`config.mk`:
```
export PLATFORM = sky130hd
export DESIGN_NAME = csp_master
export DESIGN_NICKNAME = d
export VERILOG_FILES = /design/src/rtl/csp_pkg.sv /design/src/rtl/csp_halfper_tick.sv /design/src/rtl/csp_tx_engine.sv /design/src/rtl/csp_rx_path.sv /design/src/rtl/csp_master.sv
export SDC_FILE = /design/constraint.sdc
export NUM_CORES = 1
export LEC_CHECK = 0
export BUFFER_PORTS_ARGS = -buffer_cell sky130_fd_sc_hd__buf_4
export CAP_MARGIN = 20
export CORE_MARGIN = 5
export CORE_UTILIZATION = 30
export DETAILED_ROUTE_END_ITERATION = 10
export GPL_ROUTABILITY_DRIVEN = 0
export GPL_TIMING_DRIVEN = 0
export MAX_ROUTING_LAYER = met4
export PLACE_DENSITY = 0.43
export SYNTH_ARGS = -nofsm -noshare
export SYNTH_HDL_FRONTEND = slang
export SYNTH_SLANG_ARGS = --single-unit
```
`constraint.sdc`:
```
create_clock -name clk -period 2.1 [get_ports clk]
set_input_delay 0.21 -clock clk [delete_from_list [all_inputs] [get_ports clk]]
set_output_delay 0.21 -clock clk [all_outputs]
set_load 0.02 [all_outputs]
```
`src/rtl/csp_pkg.sv`:
```
`timescale 1ns/1ps
package csp_pkg;
  typedef enum logic [2:0] {
    ST_IDLE,
    ST_WAIT,
    ST_LEAD,
    ST_SHIFT,
    ST_TAIL
  } xfer_st_t;

  typedef struct packed {
    logic [1:0] stop_mode;
    logic       tx_pol;
    logic       rx_edge;
    logic       loop_en;
  } port_cfg_t;
endpackage

```
`src/rtl/csp_halfper_tick.sv`:
```
`timescale 1ns/1ps
module csp_halfper_tick #(
  parameter int DIV_W = 8
) (
  input  logic             clk,
  input  logic             rst,
  input  logic             run,
  input  logic [DIV_W-1:0] div,
  output logic             tick
);
  logic [DIV_W-1:0] cnt;

  always_ff @(posedge clk) begin
    if (rst || !run)   cnt <= '0;
    else if (cnt == div) cnt <= '0;
    else               cnt <= cnt + 1'b1;
  end

  assign tick = run && (cnt == div);
endmodule

```
`src/rtl/csp_tx_engine.sv`:
```
`timescale 1ns/1ps
module csp_tx_engine
  import csp_pkg::*;
#(
  parameter int WORD_W = 8
) (
  input  logic              clk,
  input  logic              rst,
  input  logic              start,
  input  logic              tick,
  input  port_cfg_t         cfg_live,
  input  logic [WORD_W-1:0] tx_word,
  output port_cfg_t         cfg_act,
  output logic              run,
  output logic              sclk,
  output logic              ssel_n,
  output logic              sdout,
  output logic              busy,
  output logic              fin
);
  localparam int EDGE_W = $clog2(2*WORD_W + 1);
  localparam logic [EDGE_W-1:0] LAST_EDGE = EDGE_W'(2*WORD_W - 1);

  xfer_st_t          st;
  port_cfg_t         cfg_q;
  logic [WORD_W-1:0] shreg;
  logic [EDGE_W-1:0] edge_cnt;
  logic              lead_left;
  logic              stop;
  logic              accept;

  always_ff @(posedge clk) begin
    if (rst)       cfg_q <= '0;
    else if (!busy) cfg_q <= cfg_live;
  end

  assign cfg_act = busy ? cfg_q : cfg_live;
  assign stop    = cfg_act.stop_mode[1];
  assign accept  = start && !busy;
  assign run     = busy || !stop;

  always_ff @(posedge clk) begin
    if (rst) begin
      st        <= ST_IDLE;
      sclk      <= 1'b0;
      ssel_n    <= 1'b1;
      sdout     <= 1'b0;
      busy      <= 1'b0;
      fin       <= 1'b0;
      shreg     <= '0;
      edge_cnt  <= '0;
      lead_left <= 1'b0;
    end else begin
      fin <= 1'b0;
      // continuous clocking outside clock-stop mode
      if (!stop && tick) sclk <= ~sclk;
      case (st)
        ST_IDLE: begin
          if (stop) sclk <= cfg_act.tx_pol;
          if (accept) begin
            busy     <= 1'b1;
            shreg    <= tx_word;
            edge_cnt <= '0;
            if (stop) begin
              ssel_n    <= 1'b0;
              sdout     <= tx_word[WORD_W-1];
              lead_left <= cfg_act.stop_mode[0];
              st        <= ST_LEAD;
            end else begin
              st <= ST_WAIT;
            end
          end
        end
        ST_WAIT: begin
          // frame opens on the half-period that returns sclk to idle
          if (tick && (sclk != cfg_act.tx_pol)) begin
            ssel_n    <= 1'b0;
            sdout     <= shreg[WORD_W-1];
            lead_left <= 1'b0;
            st        <= ST_LEAD;
          end
        end
        ST_LEAD: begin
          if (tick) begin
            if (lead_left) begin
              lead_left <= 1'b0;
            end else begin
              sclk     <= ~sclk;
              edge_cnt <= EDGE_W'(1);
              st       <= ST_SHIFT;
            end
          end
        end
        ST_SHIFT: begin
          if (tick) begin
            sclk     <= ~sclk;
            edge_cnt <= edge_cnt + 1'b1;
            if (edge_cnt[0]) begin
              shreg <= {shreg[WORD_W-2:0], 1'b0};
              sdout <= shreg[WORD_W-2];
            end
            if (edge_cnt == LAST_EDGE) st <= ST_TAIL;
          end
        end
        ST_TAIL: begin
          if (tick) begin
            ssel_n <= 1'b1;
            busy   <= 1'b0;
            fin    <= 1'b1;
            st     <= ST_IDLE;
          end
        end
        default: st <= ST_IDLE;
      endcase
    end
  end
endmodule

```
`src/rtl/csp_rx_path.sv`:
```
`timescale 1ns/1ps
module csp_rx_path
  import csp_pkg::*;
#(
  parameter int WORD_W = 8,
  parameter int SYNC_N = 2
) (
  input  logic              clk,
  input  logic              rst,
  input  port_cfg_t         cfg_act,
  input  logic              sclk,
  input  logic              ssel_n,
  input  logic              sdout,
  input  logic              sclk_in,
  input  logic              ssel_in_n,
  input  logic              sdata_in,
  input  logic              fin,
  output logic [WORD_W-1:0] rx_word,
  output logic              done
);
  logic [SYNC_N-1:0] s_clk, s_fs, s_dat;
  logic              internal, rclk, rfs_n, rdat, rclk_q, take;
  logic [WORD_W-1:0] rx_sh;

  always_ff @(posedge clk) begin
    if (rst) begin
      s_clk <= '0;
      s_fs  <= '1;
      s_dat <= '0;
    end else begin
      s_clk <= {s_clk[SYNC_N-2:0], sclk_in};
      s_fs  <= {s_fs[SYNC_N-2:0], ssel_in_n};
      s_dat <= {s_dat[SYNC_N-2:0], sdata_in};
    end
  end

  assign internal = cfg_act.stop_mode[1] | cfg_act.loop_en;
  assign rclk     = internal ? sclk : s_clk[SYNC_N-1];
  assign rfs_n    = internal ? ssel_n : s_fs[SYNC_N-1];
  assign rdat     = cfg_act.loop_en ? sdout : s_dat[SYNC_N-1];
  assign take     = !rfs_n && (cfg_act.rx_edge ? (rclk_q && !rclk)
                                              : (!rclk_q && rclk));

  always_ff @(posedge clk) begin
    if (rst) begin
      rclk_q  <= 1'b0;
      rx_sh   <= '0;
      rx_word <= '0;
      done    <= 1'b0;
    end else begin
      rclk_q <= rclk;
      if (take) rx_sh <= {rx_sh[WORD_W-2:0], rdat};
      done <= fin;
      if (fin) rx_word <= rx_sh;
    end
  end
endmodule

```
`src/rtl/csp_master.sv`:
```
`timescale 1ns/1ps
module csp_master
  import csp_pkg::*;
#(
  parameter int WORD_W = 8,
  parameter int DIV_W  = 8
) (
  input  logic              clk,
  input  logic              rst,
  input  logic              start,
  input  logic [WORD_W-1:0] tx_word,
  input  logic [DIV_W-1:0]  clk_div,
  input  logic [1:0]        stop_mode,
  input  logic              tx_pol,
  input  logic              rx_edge,
  input  logic              loop_en,
  input  logic              sclk_in,
  input  logic              ssel_in_n,
  input  logic              sdata_in,
  output logic              sclk,
  output logic              ssel_n,
  output logic              sdata_out,
  output logic              busy,
  output logic              done,
  output logic [WORD_W-1:0] rx_word
);
  port_cfg_t cfg_live, cfg_act;
  logic      run, tick, fin;

  assign cfg_live = '{stop_mode: stop_mode, tx_pol: tx_pol,
                      rx_edge: rx_edge, loop_en: loop_en};

  csp_halfper_tick #(.DIV_W(DIV_W)) u_tick (
    .clk(clk), .rst(rst), .run(run), .div(clk_div), .tick(tick)
  );

  csp_tx_engine #(.WORD_W(WORD_W)) u_tx (
    .clk(clk), .rst(rst), .start(start), .tick(tick),
    .cfg_live(cfg_live), .tx_word(tx_word), .cfg_act(cfg_act), .run(run),
    .sclk(sclk), .ssel_n(ssel_n), .sdout(sdata_out), .busy(busy), .fin(fin)
  );

  csp_rx_path #(.WORD_W(WORD_W)) u_rx (
    .clk(clk), .rst(rst), .cfg_act(cfg_act), .sclk(sclk), .ssel_n(ssel_n),
    .sdout(sdata_out), .sclk_in(sclk_in), .ssel_in_n(ssel_in_n),
    .sdata_in(sdata_in), .fin(fin), .rx_word(rx_word), .done(done)
  );
endmodule

```
==> flow_summary.yaml <==
drt:
  drc_errors: 0
  viasPerCell: 4.97
  route.detailed.wl_per_inst_um: 14.9
  dr.first_iter.drc_count: 112
  postRouteAntennaNets: 0
  total_wirelength_um: 7550
  drt_pre_antenna_iters: 6
  total_via_count_in_the_routed_design: 2525
synthesis:
  synth_async_sr_flop_share_pct: 0
  synth_area_leader_cell: "sky130_fd_sc_hd__dfxtp_1"
  synthesis.instances: 320
  post_synth_num_cell_types: 53
  syn_avg_cell_area_um2: 8.86
  synth_edf_count: 0
  post-synth-top-area-fraction_pct: 41.6
  synthesis.area_mm2: 0.00284
  ys_warn_count: 0
  synth_fp_nets: 350
  synth_ff_type: "sky130_fd_sc_hd__dfxtp_1"
  synth.area.top_cells: "sky130_fd_sc_hd__dfxtp_1 (42%), sky130_fd_sc_hd__mux2i_1 (8.1%), sky130_fd_sc_hd__nor2_1 (4.1%), sky130_fd_sc_hd__xnor2_1 (4.0%), sky130_fd_sc_hd__o21ai_0 (3.9%)"
  synth_sequential_area_ratio_pct: 41.6
  yosys_register_bits: 59
worst_setup_path:
  rrSetupSlack_ns: 0.12
  timing.critical_path.from_type: "flop"
  cp-startpoint: "u_tick.cnt[2]"
  worstRegToRegCells: 7
  timing.setup.critical_path_class: "flop to flop"
  arrival_ns: 2.22
  rr_endpoint: "u_tx.st[0]"
  worst_path_dominant_cell_family: "simple AND/OR/NAND/NOR gates"
  timing.rr.start: "u_tick.cnt[2]"
  bufs_and_invs_on_worst_path: 2
  worst-endpoint-required_ns: 2.34
  cpPeakStageDelay_ns: 0.36
  cp_num_cells: 7
  setup.worst_path.end_class: "flop"
  critical-path-slowest-cell: "sky130_fd_sc_hd__dfxtp_1"
  crit_chain: "xnor2_1 > nand4_2 > buf_4 > nor3_2 > buf_2 > nand3_1 > a41o_1"
  crit_path_max_fo: 10
global_route:
  grt_overflow_total: 0
  grt_util_all_layers_pct: 13.9
  grt_pass1_wl_um: 12200
  grt_antenna_before_repair: 0
  grt_start_max_net_pins: 13
  grt_pass1_vias: 2455
power:
  clock_power_share_pct: 41.7
  vdd_drop_max_v: 0.000352
  total_leakage_power_nw: 1.37
  switching_power_uw: 776
  power_frac_seq_pct: 43.0
  power.switching_fraction_pct: 27.6
  cellInternalPower_mw: 2.04
  combinationalPowerShare_pct: 15.3
  power_density_mw_per_mm2: 780
sta:
  worst_slew_margin_rel_pct: 53.8
  min_period_ns: 1.98
  drv_slew: 0
  final-setup-viol-count: 0
  post-route-period-util_pct: 94.5
  hold_violations: 0
  rsz0062_at_grt: "true"
  transition_time_of_the_tightest_slew_check_pin_ns: 0.690
  fin_worst_skew_ns: 0.0129
  achievable-frequency_mhz: 504
  layout_setup_ws_ns: 0.115
min_path:
  holdCritStartpoint: "ssel_in_n"
  worstHoldEndpoint: "u_rx.s_fs[0]"
  holdPathStages: 2
  hold_path.class: "input port to flop"
floorplan:
  design.portCount: 40
  core.rowCount: 35
  floorplan.die.height_um: 107
  die-area_mm2: 0.0115
  start_util_pct: 30.7
  die_width_um: 107
  core_mm2: 0.00924
placement:
  port_buffers: 39
  post-dp-hpwl_um: 5400
  place_ws_ns: -0.149
clocking:
  worst_setup_hold_path_clk_slew_ns: 0.07
  cts_hold_buf: 0
  cts_num_sinks: 59
  cts_made_buffers: 9
  clock_tree.root_cell: "sky130_fd_sc_hd__clkbuf_8"
  clock_insertion_delay_worst_skew_ns: 0.34
  tritoncts_clock_tree: "yes"
  cts_max_path_buffers: 2
  cts-htree-levels: 3
cells_and_area:
  insertedDiodeCount: 0
  final_core_util_pct: 39.0
  layout.nets: 404
  mostFrequentLayoutCell: "sky130_fd_sc_hd__dfxtp_1"
  layout.cells.most_common_list: "sky130_fd_sc_hd__dfxtp_1 (57), sky130_fd_sc_hd__buf_4 (42), sky130_fd_sc_hd__nor2_1 (31)"
  final_layout_size_suffix_gt1_share_pct: 21.6
  area_growth_pct: 27.1
outcome:
  status: "finished, final reports clean"
job:
  max-cap-violations: 0
## registers in the layout (all words and copies together), names as in the netlist, 2 cells and up
name,cells
u_tx.st,3
u_tick.cnt,8
u_tx.shreg,8
u_tx.edge_cnt,5
u_rx.s_clk,2
u_rx.rx_word,8
u_rx.s_fs,2
u_tx.cfg_q,5
u_rx.s_dat,2
u_rx.rx_sh,8
## Yosys cell counts, drive strengths merged, types with 3 or more instances
cell	instances
dfxtp	59
nor2	31
o21ai	24
mux2i	23
a21oi	21
nand3	20
nand2	16
xnor2	13
clkbuf	11
nor2b	8
o311a	8
buf	7
inv	6
and3	4
and4	4
nand2b	4
or3	4
xor2	4
a211oi	3
a31oi	3
and2	3
ha	3
nand4	3
nor3	3
o31ai	3
or2	3
## metrics by stage
stage / cells / hold WS (ns) / setup TNS (ns) / power, mW / cell area (µm²)
after floorplan: 320 / 0.314 / 0 / 1.50 / 2840
after global placement: 488 / 0.401 / -1.59 / 1.64 / 3290
after detailed placement: 488 / 0.400 / -1.25 / 1.64 / 3290
after CTS: 504 / 0.0398 / 0 / 2.84 / 3520
after global routing: 508 / 0.0432 / -0.00515 / 2.96 / 3610
final: 508 / 0.0588 / 0 / 2.81 / 3610
## layout make-up
class,count,area [µm²]
clock buffers,9,124
inverters,6,22.5
clock inverters,7,100
well taps,129,161
multi-input cells,237,1600
fillers,966,5630
plain buffers,18,80.1
flip-flops and latches,59,1180
repair buffers,43,335
## layer usage
metal | global-route usage (%) | vias up | wire (µm)
met4 | 6.58 | 0 | 166
li1 | - | 1282 | -
met1 | 17.0 | 1171 | 3560
met3 | 3.67 | 13 | 306
met5 | - | - | 0
met2 | 21.4 | 59 | 3520
## kinds of logic (layout without fill, tap and decap cells)
group	count (synthesis)	after routing	share of synthesized area (%)
xor gates and xnor gates	17	17	5.25
adders and majority gates	3	3	1.32
DFF	59	59	41.6
buffers and inverters	24	83	3.35
muxes	25	25	8.91
AOI/OAI and AO/OA	79	79	18.4
and+or+nand+nor	113	113	21.2
## worst max-delay path by stage
stage / endpoint / slack [ns]
after detailed placement: u_tx.shreg[4] / -0.15
after global routing: u_tx.sdout / -0.004
final: u_tx.st[0] / 0.12
after floorplan: u_tx.lead_left / 0.18
after global placement: u_tx.shreg[3] / -0.20
after CTS: u_tx.st[1] / 0.0005
## power by group through the flow
stage | sequential, mW | combinational [mW] | clock [mW]
after detailed placement | 1.23 | 0.405 | 0
after CTS | 1.21 | 0.411 | 1.23
after global placement | 1.23 | 0.406 | 0
final | 1.21 | 0.431 | 1.17
after global routing | 1.22 | 0.473 | 1.27
after floorplan | 1.23 | 0.268 | 0
## repair_timing
action / CTS / global route
setup endpoints to repair: 12 / 25
gates cloned: 0 / 0
pin swaps: 1 / 3
buffers inserted: 0 / 4
gates resized for setup: 3 / 12
No activity file was read; power rests on OpenSTA's default activity.
